[src/rtl/brsk_pkg.sv]
package brsk_pkg;

    localparam int SR_W  = 8;
    localparam int SEL_W = 3;
    localparam int CYC_W = 2;

    // status bit positions; the flag-select index decodes these
    localparam int unsigned FLG_C = 0;
    localparam int unsigned FLG_Z = 1;
    localparam int unsigned FLG_N = 2;
    localparam int unsigned FLG_V = 3;
    localparam int unsigned FLG_S = 4;
    localparam int unsigned FLG_H = 5;
    localparam int unsigned FLG_T = 6;
    localparam int unsigned FLG_I = 7;

    typedef enum logic [CYC_W-1:0] {
        CYC_NONE = 2'd0,
        CYC_ONE  = 2'd1,
        CYC_TWO  = 2'd2,
        CYC_THREE = 2'd3
    } cyc_e;

    // how far the counter moves
    typedef enum logic [1:0] {
        STEP_SEQ   = 2'd0,  // +1
        STEP_REL   = 2'd1,  // +k+1
        STEP_SKIP1 = 2'd2,  // +2
        STEP_SKIP2 = 2'd3   // +3
    } step_e;

    typedef struct packed {
        logic  take;
        step_e step;
        cyc_e  cyc;
    } decision_t;

    function automatic logic pick_flag(input logic [SR_W-1:0] sr,
                                       input logic [SEL_W-1:0] sel,
                                       input logic pol);
        return sr[sel] == pol;
    endfunction

endpackage

[src/rtl/brsk_decide.sv]
module brsk_decide
    import brsk_pkg::*;
(
    input  logic              is_skip,
    input  logic [SR_W-1:0]   sreg,
    input  logic [SEL_W-1:0]  flag_sel,
    input  logic              want_set,
    input  logic              skip_cond,
    input  logic              next_two_word,
    output decision_t         dec
);

    logic br_hit;

    always_comb begin
        br_hit = pick_flag(sreg, flag_sel, want_set);
        dec    = '{take: 1'b0, step: STEP_SEQ, cyc: CYC_ONE};
        if (is_skip) begin
            if (skip_cond) begin
                dec.take = 1'b1;
                dec.step = next_two_word ? STEP_SKIP2 : STEP_SKIP1;
                dec.cyc  = next_two_word ? CYC_THREE : CYC_TWO;
            end
        end else if (br_hit) begin
            dec.take = 1'b1;
            dec.step = STEP_REL;
            dec.cyc  = CYC_TWO;
        end
    end

endmodule

[src/rtl/brsk_target.sv]
module brsk_target
    import brsk_pkg::*;
#(
    parameter int PC_W  = 16,
    parameter int OFF_W = 7
) (
    input  logic [PC_W-1:0]  cur_pc,
    input  logic [OFF_W-1:0] rel_off,
    input  step_e            step,
    output logic [PC_W-1:0]  tgt
);

    logic [PC_W-1:0] off_ext;
    logic [PC_W-1:0] incr;

    generate
        if (OFF_W >= PC_W) begin : g_trunc
            assign off_ext = rel_off[PC_W-1:0];
        end else begin : g_sext
            assign off_ext = {{(PC_W-OFF_W){rel_off[OFF_W-1]}}, rel_off};
        end
    endgenerate

    always_comb begin
        unique case (step)
            STEP_REL:   incr = off_ext + PC_W'(1);
            STEP_SKIP1: incr = PC_W'(2);
            STEP_SKIP2: incr = PC_W'(3);
            default:    incr = PC_W'(1);
        endcase
        tgt = cur_pc + incr;
    end

endmodule

[src/rtl/brsk_unit.sv]
module brsk_unit
    import brsk_pkg::*;
#(
    parameter int PC_W  = 16,
    parameter int OFF_W = 7
) (
    input  logic              clk,
    input  logic              rst,
    input  logic              op_valid,
    input  logic              is_skip,
    input  logic [PC_W-1:0]   cur_pc,
    input  logic [7:0]        sreg,
    input  logic [OFF_W-1:0]  rel_off,
    input  logic [2:0]        flag_sel,
    input  logic              want_set,
    input  logic              skip_cond,
    input  logic              next_two_word,
    output logic              out_valid,
    output logic [PC_W-1:0]   next_pc,
    output logic              taken,
    output logic [1:0]        cycles
);

    decision_t       dec;
    logic [PC_W-1:0] tgt;

    brsk_decide u_decide (
        .is_skip       (is_skip),
        .sreg          (sreg),
        .flag_sel      (flag_sel),
        .want_set      (want_set),
        .skip_cond     (skip_cond),
        .next_two_word (next_two_word),
        .dec           (dec)
    );

    brsk_target #(.PC_W(PC_W), .OFF_W(OFF_W)) u_target (
        .cur_pc  (cur_pc),
        .rel_off (rel_off),
        .step    (dec.step),
        .tgt     (tgt)
    );

    always_ff @(posedge clk) begin
        if (rst) begin
            out_valid <= 1'b0;
            next_pc   <= '0;
            taken     <= 1'b0;
            cycles    <= CYC_NONE;
        end else begin
            out_valid <= op_valid;
            if (op_valid) begin
                next_pc <= tgt;
                taken   <= dec.take;
                cycles  <= dec.cyc;
            end
        end
    end

endmodule

[config.mk]
export PLATFORM = sky130hd
export DESIGN_NAME = brsk_unit
export DESIGN_NICKNAME = d
export VERILOG_FILES = /design/src/rtl/brsk_pkg.sv /design/src/rtl/brsk_decide.sv /design/src/rtl/brsk_target.sv /design/src/rtl/brsk_unit.sv
export SDC_FILE = /design/constraint.sdc
export NUM_CORES = 1
export LEC_CHECK = 0
export BUFFER_PORTS_ARGS = -buffer_cell sky130_fd_sc_hd__buf_2
export CAP_MARGIN = 20
export CORE_UTILIZATION = 50
export CTS_BUF_LIST = sky130_fd_sc_hd__clkbuf_8 sky130_fd_sc_hd__clkbuf_16
export DETAILED_ROUTE_END_ITERATION = 12
export HOLD_SLACK_MARGIN = 0.02
export PLACE_DENSITY_LB_ADDON = 0.2
export SLEW_MARGIN = 15
export SYNTH_ARGS = -nofsm -noshare
export SYNTH_HDL_FRONTEND = slang
export SYNTH_SLANG_ARGS = --single-unit
[constraint.sdc]
create_clock -name clk -period 4.3 [get_ports clk]
set_input_delay 1.075 -clock clk [delete_from_list [all_inputs] [get_ports clk]]
set_output_delay 1.075 -clock clk [all_outputs]
set_load 0.01 [all_outputs]
==> flow_summary.yaml, run 1 <==
clock_network:
  htree_num_levels: 1
  post-cts-setup-buffer-count: 0
  clkSlewWorstSetupHoldPaths_ns: 0.08
  cts_made_buffers: 3
  cts.root.buffer_cell: "clkbuf_8"
  cts_buffer_depth: 2
  ctsResizeCount: 0
  clk_latency_ns: 0.26
  cts_hold_buffers: 0
  cts_tree: "built"
  cts_sinks: 19
floorplan:
  die_w_um: 60.1
  die_h_um: 60.1
  row_count: 20
  die_area_mm2: 0.00361
  coreArea_mm2: 0.00313
  start_util_pct: 54.0
  ioPinCount: 61
critical_path:
  cp_max_fo: 8
  timing.rr.start: "next_pc[12]"
  setup.worst_path.start: "flag_sel[1]"
  startpoint_type: "input port"
  arrival_ns: 4.15
  reg2reg_depth: 3
  required_ns: 4.45
  crit_type: "in2reg"
  crit_path_end_kind: "flop"
final_layout:
  n_antenna_cell: 0
  final_nets: 324
  layoutNonFillerInstCount: 309
  area_delta_synth_final_pct: 23.6
  fillers: 306
  utilization_pct: 66.7
  stdcell_area_mm2: 0.00209
  drive_above_1_share_pct: 28.3
sta:
  hold_viol: 0
  fmax_ghz: 0.251
  fin_crit_ns: 3.99
  post-route-period-util_pct: 92.8
  setup_viol: 0
  relSlewSlack_pct: 63.3
  tns_ns: 0
  drv_slew: 0
  tightestPinTransition_ns: 0.547
  skew_ns: 0
  rsz0062_at_grt: "false"
synth:
  syn_inst: 204
  ys_ff_latch: 19
  synth.distinct_cells: 48
  syn-num-nets: 262
  synth_area_leaders: "dfxtp_1 (23%), ha_1 (12%), nor2_1 (4.7%)"
  ys.flop_type: "dfxtp_1"
  netlist_area_mm2: 0.00169
  seq_area_frac_synth_pct: 22.5
  synth_top_area_share_pct: 22.5
  synth_edf_count: 0
  post-synth-top-area-cell: "dfxtp_1"
  syn_area_per_cell_um2: 8.28
  yosys_warnings: 0
  async_flop_share_pct: 0
global_route:
  grt_pass1_vias: 1614
  grt_usage_pct: 24.3
  grt_first_pass_wirelength_um: 6630
  grt-ovfl-total: 0
  grt_max_degree: 25
  antenna_found_initial: 0
hold_path:
  min_path_type: "reg2reg"
  min_from: "next_pc[11]"
  whs_path_depth: 2
drt:
  routed_wl_um: 4000
  first_pass_iters: 4
  via_count: 1736
  routed_via_density: 5.62
  drt_iter0_markers: 69
  drc: 0
  wl_per_cell_um: 12.9
  ant_nets: 0
power_and_ir_drop:
  peakVddDrop_v: 0.000159
  power_density_mw_per_mm2: 264
  static-leakage-power_nw: 1.02
place:
  numPortBuffers: 60
  gp_congestion: 0.824
  dpl-instance-area_mm2: 0.00204
  dp_cells: 305
  hpwl_um: 3140
run_status:
  status: "finished, final reports clean"
flow_run:
  cap_violations: 0
cell usage after synthesis, types with 4 or more instances:
cell	instances
clkbuf_1	4
mux2i_1	4
inv_1	7
o21ai_0	8
o21a_1	9
dfxtp_1	19
o211ai_1	4
a21oi_1	11
xnor2_1	6
a31oi_1	5
nor3_1	7
a21o_1	9
nor2_1	21
nand2_1	16
a211oi_1	4
ha_1	16
nor2b_1	5
xor2_1	4
nand3_1	5
critical path, cell delays in order:
cell and delay, ns:
buf_2 0.10, mux4_1 0.60, mux2i_4 0.20, xor2_1 0.25, nand2_2 0.16, o21a_2 0.25
fa_1 0.43, nor2b_1 0.13, o21a_1 0.14, o21a_1 0.19, o21a_1 0.22, a2111oi_0 0.13
a211o_1 0.28
logic make-up after synthesis:
| logic type | after synthesis | synth area share, % |
|---|---|---|
| buffers and inverters | 15 | 3.56 |
| multiplexers | 8 | 7.63 |
| adder cells (fa/ha/maj) | 17 | 13.0 |
| flip-flops | 19 | 22.5 |
| AO/OA/AOI/OAI | 63 | 26.1 |
| AND/OR/NAND/NOR | 71 | 21.0 |
| XOR/XNOR | 11 | 6.15 |
area by class of cell:
type	count	area [µm²]	area share, %
clock buffer	3	41.3	1.98
clock inverter	1	5.00	0.240
inverter	9	33.8	1.62
multi-input combinational	170	1250	59.8
sequential	19	380	18.2
tap	44	55.1	2.64
timing repair buffer	63	323	15.5
placed cells by master (no fill, tap or decap), types with 3 or more instances in the layout:
cell type,synthesis,routed
a211o_1,3,3
nor3_1,7,7
nor2b_1,5,5
o21ai_0,8,8
buf_4,1,3
a211oi_1,4,4
a31oi_1,5,5
and3_1,3,3
clkbuf_8,0,3
ha_1,16,16
a21o_1,9,9
xor2_1,4,4
mux2i_1,4,4
buf_2,0,60
xnor2_1,6,6
nor2_1,21,21
o211ai_1,4,4
o21a_1,9,9
dfxtp_1,19,19
a21oi_1,11,11
inv_1,7,7
nand4_1,3,3
nand3_1,5,5
nand2_1,16,16
registers in the layout, summed over array words and instances (netlist names):
name and flops:
cycles 1, out_valid 1, next_pc 16, taken 1
worst paths after layout:
path                                     to  slack (ns)
worst min register to register  next_pc[11]        0.45
worst min-delay path            next_pc[11]        0.45
worst max register to register  next_pc[12]        3.49
worst max-delay path            next_pc[10]        0.31
routing by layer:
| metal | GRT usage [%] | up-vias | routed length, µm | share of wire [%] |
|---|---|---|---|---|
| met2 | 42.4 | 66 | 1850 | 46 |
| li1 | - | 884 | - | - |
| met5 | 0 | - | 0 | 0 |
| met4 | 11.0 | 0 | 74 | 1.8 |
| met3 | 4.11 | 6 | 217 | 5.4 |
| met1 | 28.8 | 780 | 1860 | 46 |
power breakdown:
| part | switching [mW] | internal, mW |
|---|---|---|
| combinational | 0.119 | 0.102 |
| sequential | 0.00795 | 0.194 |
| clock | 0.0644 | 0.0645 |
| total | 0.191 | 0.361 |
stage by stage:
| stage | hold slack, ns | setup slack [ns] | power [mW] |
|---|---|---|---|
| 2_1_floorplan | 0.476 | 0.360 | 0.355 |
| 3_3_place_gp | 0.440 | 0.133 | 0.423 |
| 3_5_place_dp | 0.442 | 0.0417 | 0.425 |
| 4_1_cts | 0.451 | 0.300 | 0.553 |
| 5_1_grt | 0.469 | 0.0795 | 0.588 |
| 6_report | 0.451 | 0.309 | 0.551 |
(Power assumes the default switching activity.)
==> run 2, diff against run 1 <==
--- a/config.mk
+++ b/config.mk
@@ -12,6 +12,7 @@
 export DETAILED_ROUTE_END_ITERATION = 12
 export HOLD_SLACK_MARGIN = 0.02
 export PLACE_DENSITY_LB_ADDON = 0.2
+export REMOVE_ABC_BUFFERS = 1
 export SLEW_MARGIN = 15
 export SYNTH_ARGS = -nofsm -noshare
 export SYNTH_HDL_FRONTEND = slang
==> run 2 against run 1 <==
  * Total power shrank 0.92%
  * Global-route usage fell by 2.1 points
  * Count of clock-buffer cells in the layout did not move
  * Worst setup slack lost 0.040 ns
  * First-iteration DRC count up 12%
  * Sequential power about the same
  * Clock power about the same
  * Sequential share of layout area is 0.14 points higher
  * Final cell count shrank 0.65%
  * Critical path type unchanged
  * Largest cell class unchanged
  * Highest routed layer unchanged
==> flow_summary.yaml, run 2 (synthesized netlist as in run 1, its figures left out) <==
run_status:
  status: "finished, final reports clean"
power_and_ir_drop:
  peakVddDrop_v: 0.000135
  static-leakage-power_nw: 1.02
  power_density_mw_per_mm2: 264
sta:
  drv_slew: 0
  setup_viol: 0
  tightestPinTransition_ns: 0.525
  hold_viol: 0
  fin_crit_ns: 4.03
  post-route-period-util_pct: 93.7
  skew_ns: 0
  rsz0062_at_grt: "false"
  fmax_ghz: 0.248
  relSlewSlack_pct: 64.8
  tns_ns: 0
critical_path:
  cp_max_fo: 8
  regToRegEndpoint: "next_pc[12]"
  crit_type: "in2reg"
  timing.rr.start: "next_pc[12]"
  crit_path_end_kind: "flop"
  arrival_ns: 4.17
  reg2reg_depth: 3
  setup.worst_path.start: "flag_sel[1]"
  required_ns: 4.44
  reg2reg_slack_ns: 3.50
  startpoint_type: "input port"
  worstSetupEndpoint: "next_pc[14]"
floorplan:
  die_w_um: 60.1
  die_h_um: 60.1
  row_count: 20
  die_area_mm2: 0.00361
  coreArea_mm2: 0.00313
  start_util_pct: 54.0
  ioPinCount: 61
final_layout:
  regArea_um2: 380
  multi_input_area_mm2: 0.00125
  final_nets: 322
  stdcell_area_mm2: 0.00207
  final_cell_mix: "buf_2 (60), nor2_1 (21), dfxtp_1 (19)"
  drive_above_1_share_pct: 27.4
  final_common_cell: "buf_2"
  largest_reg_flops: 16
  fillers: 291
  n_antenna_cell: 0
  top_register: "next_pc"
  area_delta_synth_final_pct: 22.6
drt:
  routed_via_density: 5.60
  via_count: 1720
  ant_nets: 0
  first_pass_iters: 4
  routed_wl_um: 3970
  wl_per_cell_um: 12.9
  drt_iter0_markers: 77
  drc: 0
clock_network:
  htree_num_levels: 1
  clkSlewWorstSetupHoldPaths_ns: 0.07
  cts_buffer_depth: 2
  cts_made_buffers: 3
  post-cts-setup-buffer-count: 0
  cts_tree: "built"
  clk_latency_ns: 0.26
  cts.root.buffer_cell: "clkbuf_8"
  cts_hold_buffers: 0
  ctsResizeCount: 0
  cts_sinks: 19
hold_path:
  min_path_type: "reg2reg"
  min_from: "next_pc[11]"
place:
  hpwl_um: 3030
  numPortBuffers: 60
  dpl-instance-area_mm2: 0.00203
  gp_congestion: 0.836
global_route:
  antenna_found_initial: 0
  grt_usage_pct: 22.2
  grt_pass1_vias: 1441
  grt_max_degree: 25
  grt_first_pass_wirelength_um: 6070
  grt-ovfl-total: 0
flow_run:
  cap_violations: 0
run 2: power by group:
part           internal, mW  switching, mW  total [mW]
Combinational        0.0998          0.117       0.217
Sequential            0.194        0.00815       0.202
Clock                0.0637         0.0637       0.127
run 2: critical path: stages:
cell and delay [ns]:
buf_2 0.10, mux4_1 0.60, mux2i_4 0.21, xor2_1 0.23, nand2_2 0.16, o21a_2 0.25
fa_1 0.44, nor2b_1 0.13, o21a_1 0.13, o21a_1 0.18, o21ai_0 0.14, o21a_1 0.20
o311ai_0 0.33
run 2: worst min-delay path by stage:
stage	endpoint	slack [ns]	cells past startpoint
after floorplan	next_pc[11]	0.47	2
after global placement	next_pc[11]	0.44	2
after detailed placement	next_pc[11]	0.44	2
after CTS	next_pc[11]	0.45	2
after global routing	next_pc[11]	0.48	2
final	next_pc[11]	0.46	2
run 2: routing by layer:
layer	routed length [µm]	GRT usage (%)	share of wire, %
met1	1850	28.0	47
met2	1870	38.3	47
met3	206	3.46	5.2
met4	40	6.98	1.0
met5	0	0	0
run 2: stage by stage:
| stage | instances | hold WS, ns | setup WS [ns] | total power [mW] | utilization (%) |
|---|---|---|---|---|---|
| 3_3_place_gp | 303 | 0.437 | 0.0914 | 0.419 | 64.8 |
| 6_report | 307 | 0.455 | 0.269 | 0.546 | 66.2 |
| 3_5_place_dp | 303 | 0.443 | 0.0100 | 0.421 | 64.8 |
| 4_1_cts | 307 | 0.454 | 0.273 | 0.546 | 66.2 |
| 5_1_grt | 307 | 0.482 | 0.114 | 0.579 | 66.2 |
| 2_1_floorplan | 198 | 0.470 | 0.373 | 0.349 | - |
run 2: final cells by class:
type | count | share of cell area [%]
multi-input combinational | 170 | 60.3
tap | 44 | 2.66
clock buffer | 3 | 1.99
clock inverter | 1 | 0.181
timing repair buffer | 61 | 14.9
inverter | 9 | 1.63
sequential | 19 | 18.4
==> run 3, diff against run 2 <==
--- a/config.mk
+++ b/config.mk
@@ -5,11 +5,11 @@
 export SDC_FILE = /design/constraint.sdc
 export NUM_CORES = 1
 export LEC_CHECK = 0
-export BUFFER_PORTS_ARGS = -buffer_cell sky130_fd_sc_hd__buf_2
 export CAP_MARGIN = 20
 export CORE_UTILIZATION = 50
 export CTS_BUF_LIST = sky130_fd_sc_hd__clkbuf_8 sky130_fd_sc_hd__clkbuf_16
 export DETAILED_ROUTE_END_ITERATION = 12
+export DONT_BUFFER_PORTS = 1
 export HOLD_SLACK_MARGIN = 0.02
 export PLACE_DENSITY_LB_ADDON = 0.2
 export REMOVE_ABC_BUFFERS = 1
==> run 3 against run 2 <==
  * Worst hold slack improved by 0.038 ns
  * Total power decreased by 6.6%
  * Critical path depth decreased by 1
  * Maximum frequency increased by 2.6%
  * Register-to-register slack got worse by 0.18 ns
  * Flip-flop and latch count unchanged
  * Critical endpoint is now next_pc[12]
==> flow_summary.yaml, run 3 (synthesized netlist as in run 1, its figures left out) <==
run_status:
  status: "finished, final reports clean"
place:
  dpl-instance-area_mm2: 0.00173
  gp_congestion: 0.837
  hpwl_um: 3100
  dp_cells: 244
  numPortBuffers: 0
power_and_ir_drop:
  swShare_pct: 34.3
  p_clk_share_pct: 25.7
  intPower_mw: 0.335
  seqPwrFrac_pct: 42.1
  switchingPower_mw: 0.175
  static-leakage-power_nw: 0.762
  power_frac_comb_pct: 32.2
  peakVddDrop_v: 0.000153
  power_density_mw_per_mm2: 287
drt:
  dr_wl_met2_um: 1930
  wl_met1_um: 1720
  drt_iter0_markers: 134
  routed_wl_um: 4020
  wl_per_cell_um: 16.2
  ant_nets: 0
  drc: 0
  via_count: 1589
  first_pass_iters: 5
  routed_via_density: 6.41
  top_layer: "met4"
  met3_length_um: 299
hold_path:
  min_path_type: "reg2reg"
  min_from: "next_pc[11]"
  whs_path_depth: 2
  holdPathEnd: "next_pc[11]"
sta:
  setup_viol: 0
  rsz0062_at_grt: "false"
  fmax_ghz: 0.254
  fin_crit_ns: 3.93
  skew_ns: 0
  tns_ns: 0
  post-route-period-util_pct: 91.4
  tightestPinTransition_ns: 0.508
  drv_slew: 0
  relSlewSlack_pct: 65.3
  hold_viol: 0
  whs_ns: 0.493
clock_network:
  ctsResizeCount: 0
  cts_buffer_depth: 2
  post-cts-setup-buffer-count: 0
  cts_hold_buffers: 0
  cts_tree: "built"
  htree_num_levels: 1
  cts_sinks: 19
  cts_made_buffers: 3
  clk_latency_ns: 0.26
  cts.root.buffer_cell: "clkbuf_8"
  clkSlewWorstSetupHoldPaths_ns: 0.08
final_layout:
  n_antenna_cell: 0
  multi_input_area_mm2: 0.00125
  top_register: "next_pc"
  final_common_cell: "nor2_1"
  layoutNonFillerInstCount: 248
  largest_reg_flops: 16
  fillers: 295
  final_nets: 263
  area_delta_synth_final_pct: 5.33
  stdcell_area_mm2: 0.00178
  drive_above_1_share_pct: 6.86
  regArea_um2: 380
  utilization_pct: 56.9
  final_cell_mix: "nor2_1 (21), dfxtp_1 (19), nand2_1 (16), ha_1 (16), a21oi_1 (11)"
floorplan:
  die_w_um: 60.1
  start_util_pct: 54.0
  ioPinCount: 61
  die_area_mm2: 0.00361
  coreArea_mm2: 0.00313
  row_count: 20
  die_h_um: 60.1
global_route:
  antenna_found_initial: 0
  grt_max_degree: 25
  grt_first_pass_wirelength_um: 6500
  grt_usage_pct: 23.7
  grt_pass1_vias: 1537
  grt-ovfl-total: 0
critical_path:
  required_ns: 4.42
  arrival_ns: 4.05
  startpoint_type: "input port"
  crit_path_end_kind: "flop"
  regToRegEndpoint: "next_pc[12]"
  cp_max_fo: 8
  crit_type: "in2reg"
  reg2reg_slack_ns: 3.32
  timing.rr.start: "next_pc[12]"
  reg2reg_depth: 3
flow_run:
  cap_violations: 0
run 3: changes by cell type in the layout (fill, tap and decap cells not counted):
cell / previous run / this run
inv_1: 8 / 7
clkinv_2: 0 / 1
buf_4: 1 / 2
buf_2: 60 / 0
run 3: stage by stage:
stage | setup WS (ns) | total power, mW
CTS | 0.393 | 0.510
global route | 0.145 | 0.541
detailed placement | 0.122 | 0.381
finish | 0.369 | 0.510
floorplan | 0.373 | 0.349
global placement | 0.213 | 0.377
run 3: worst max-delay path by stage:
stage	startpoint	cells after the start	to
after detailed placement	flag_sel[1]	12	next_pc[14]
after global routing	flag_sel[1]	12	next_pc[12]
after floorplan	flag_sel[1]	9	next_pc[12]
after global placement	flag_sel[1]	12	next_pc[14]
after CTS	flag_sel[1]	12	next_pc[12]
final	flag_sel[1]	12	next_pc[12]
run 3: cell type report:
| cell class | instances | area share, % |
|---|---|---|
| Clock inverter | 1 | 0.281 |
| Inverter | 9 | 1.90 |
| Sequential cell | 19 | 21.4 |
| Timing Repair Buffer | 2 | 0.844 |
| Tap cell | 44 | 3.09 |
| Multi-Input combinational cell | 170 | 70.2 |
| Clock buffer | 3 | 2.32 |
run 3: power by group through the flow:
stage,Sequential [mW],Clock [mW],Combinational [mW]
finish,0.215,0.131,0.164
global placement,0.218,0,0.158
detailed placement,0.219,0,0.162
CTS,0.215,0.131,0.163
floorplan,0.216,0,0.133
global route,0.217,0.141,0.184
run 3: critical path: stages:
cell and delay (ns):
mux4_1 0.57, mux2i_4 0.19, xor2_1 0.25, nand2_2 0.16, nor2_1 0.13, ha_1 0.27
nor2b_1 0.15, o21a_1 0.17, o21a_1 0.21, o21a_1 0.25, a2111oi_0 0.50, a311oi_1 0.12
run 3: per-layer routing:
layer  vias to the layer above  GRT usage (%)
met4                         0           9.97
met5                         -              0
met1                       736           28.6
met2                        74           39.6
li1                        769              -
met3                        10           6.06
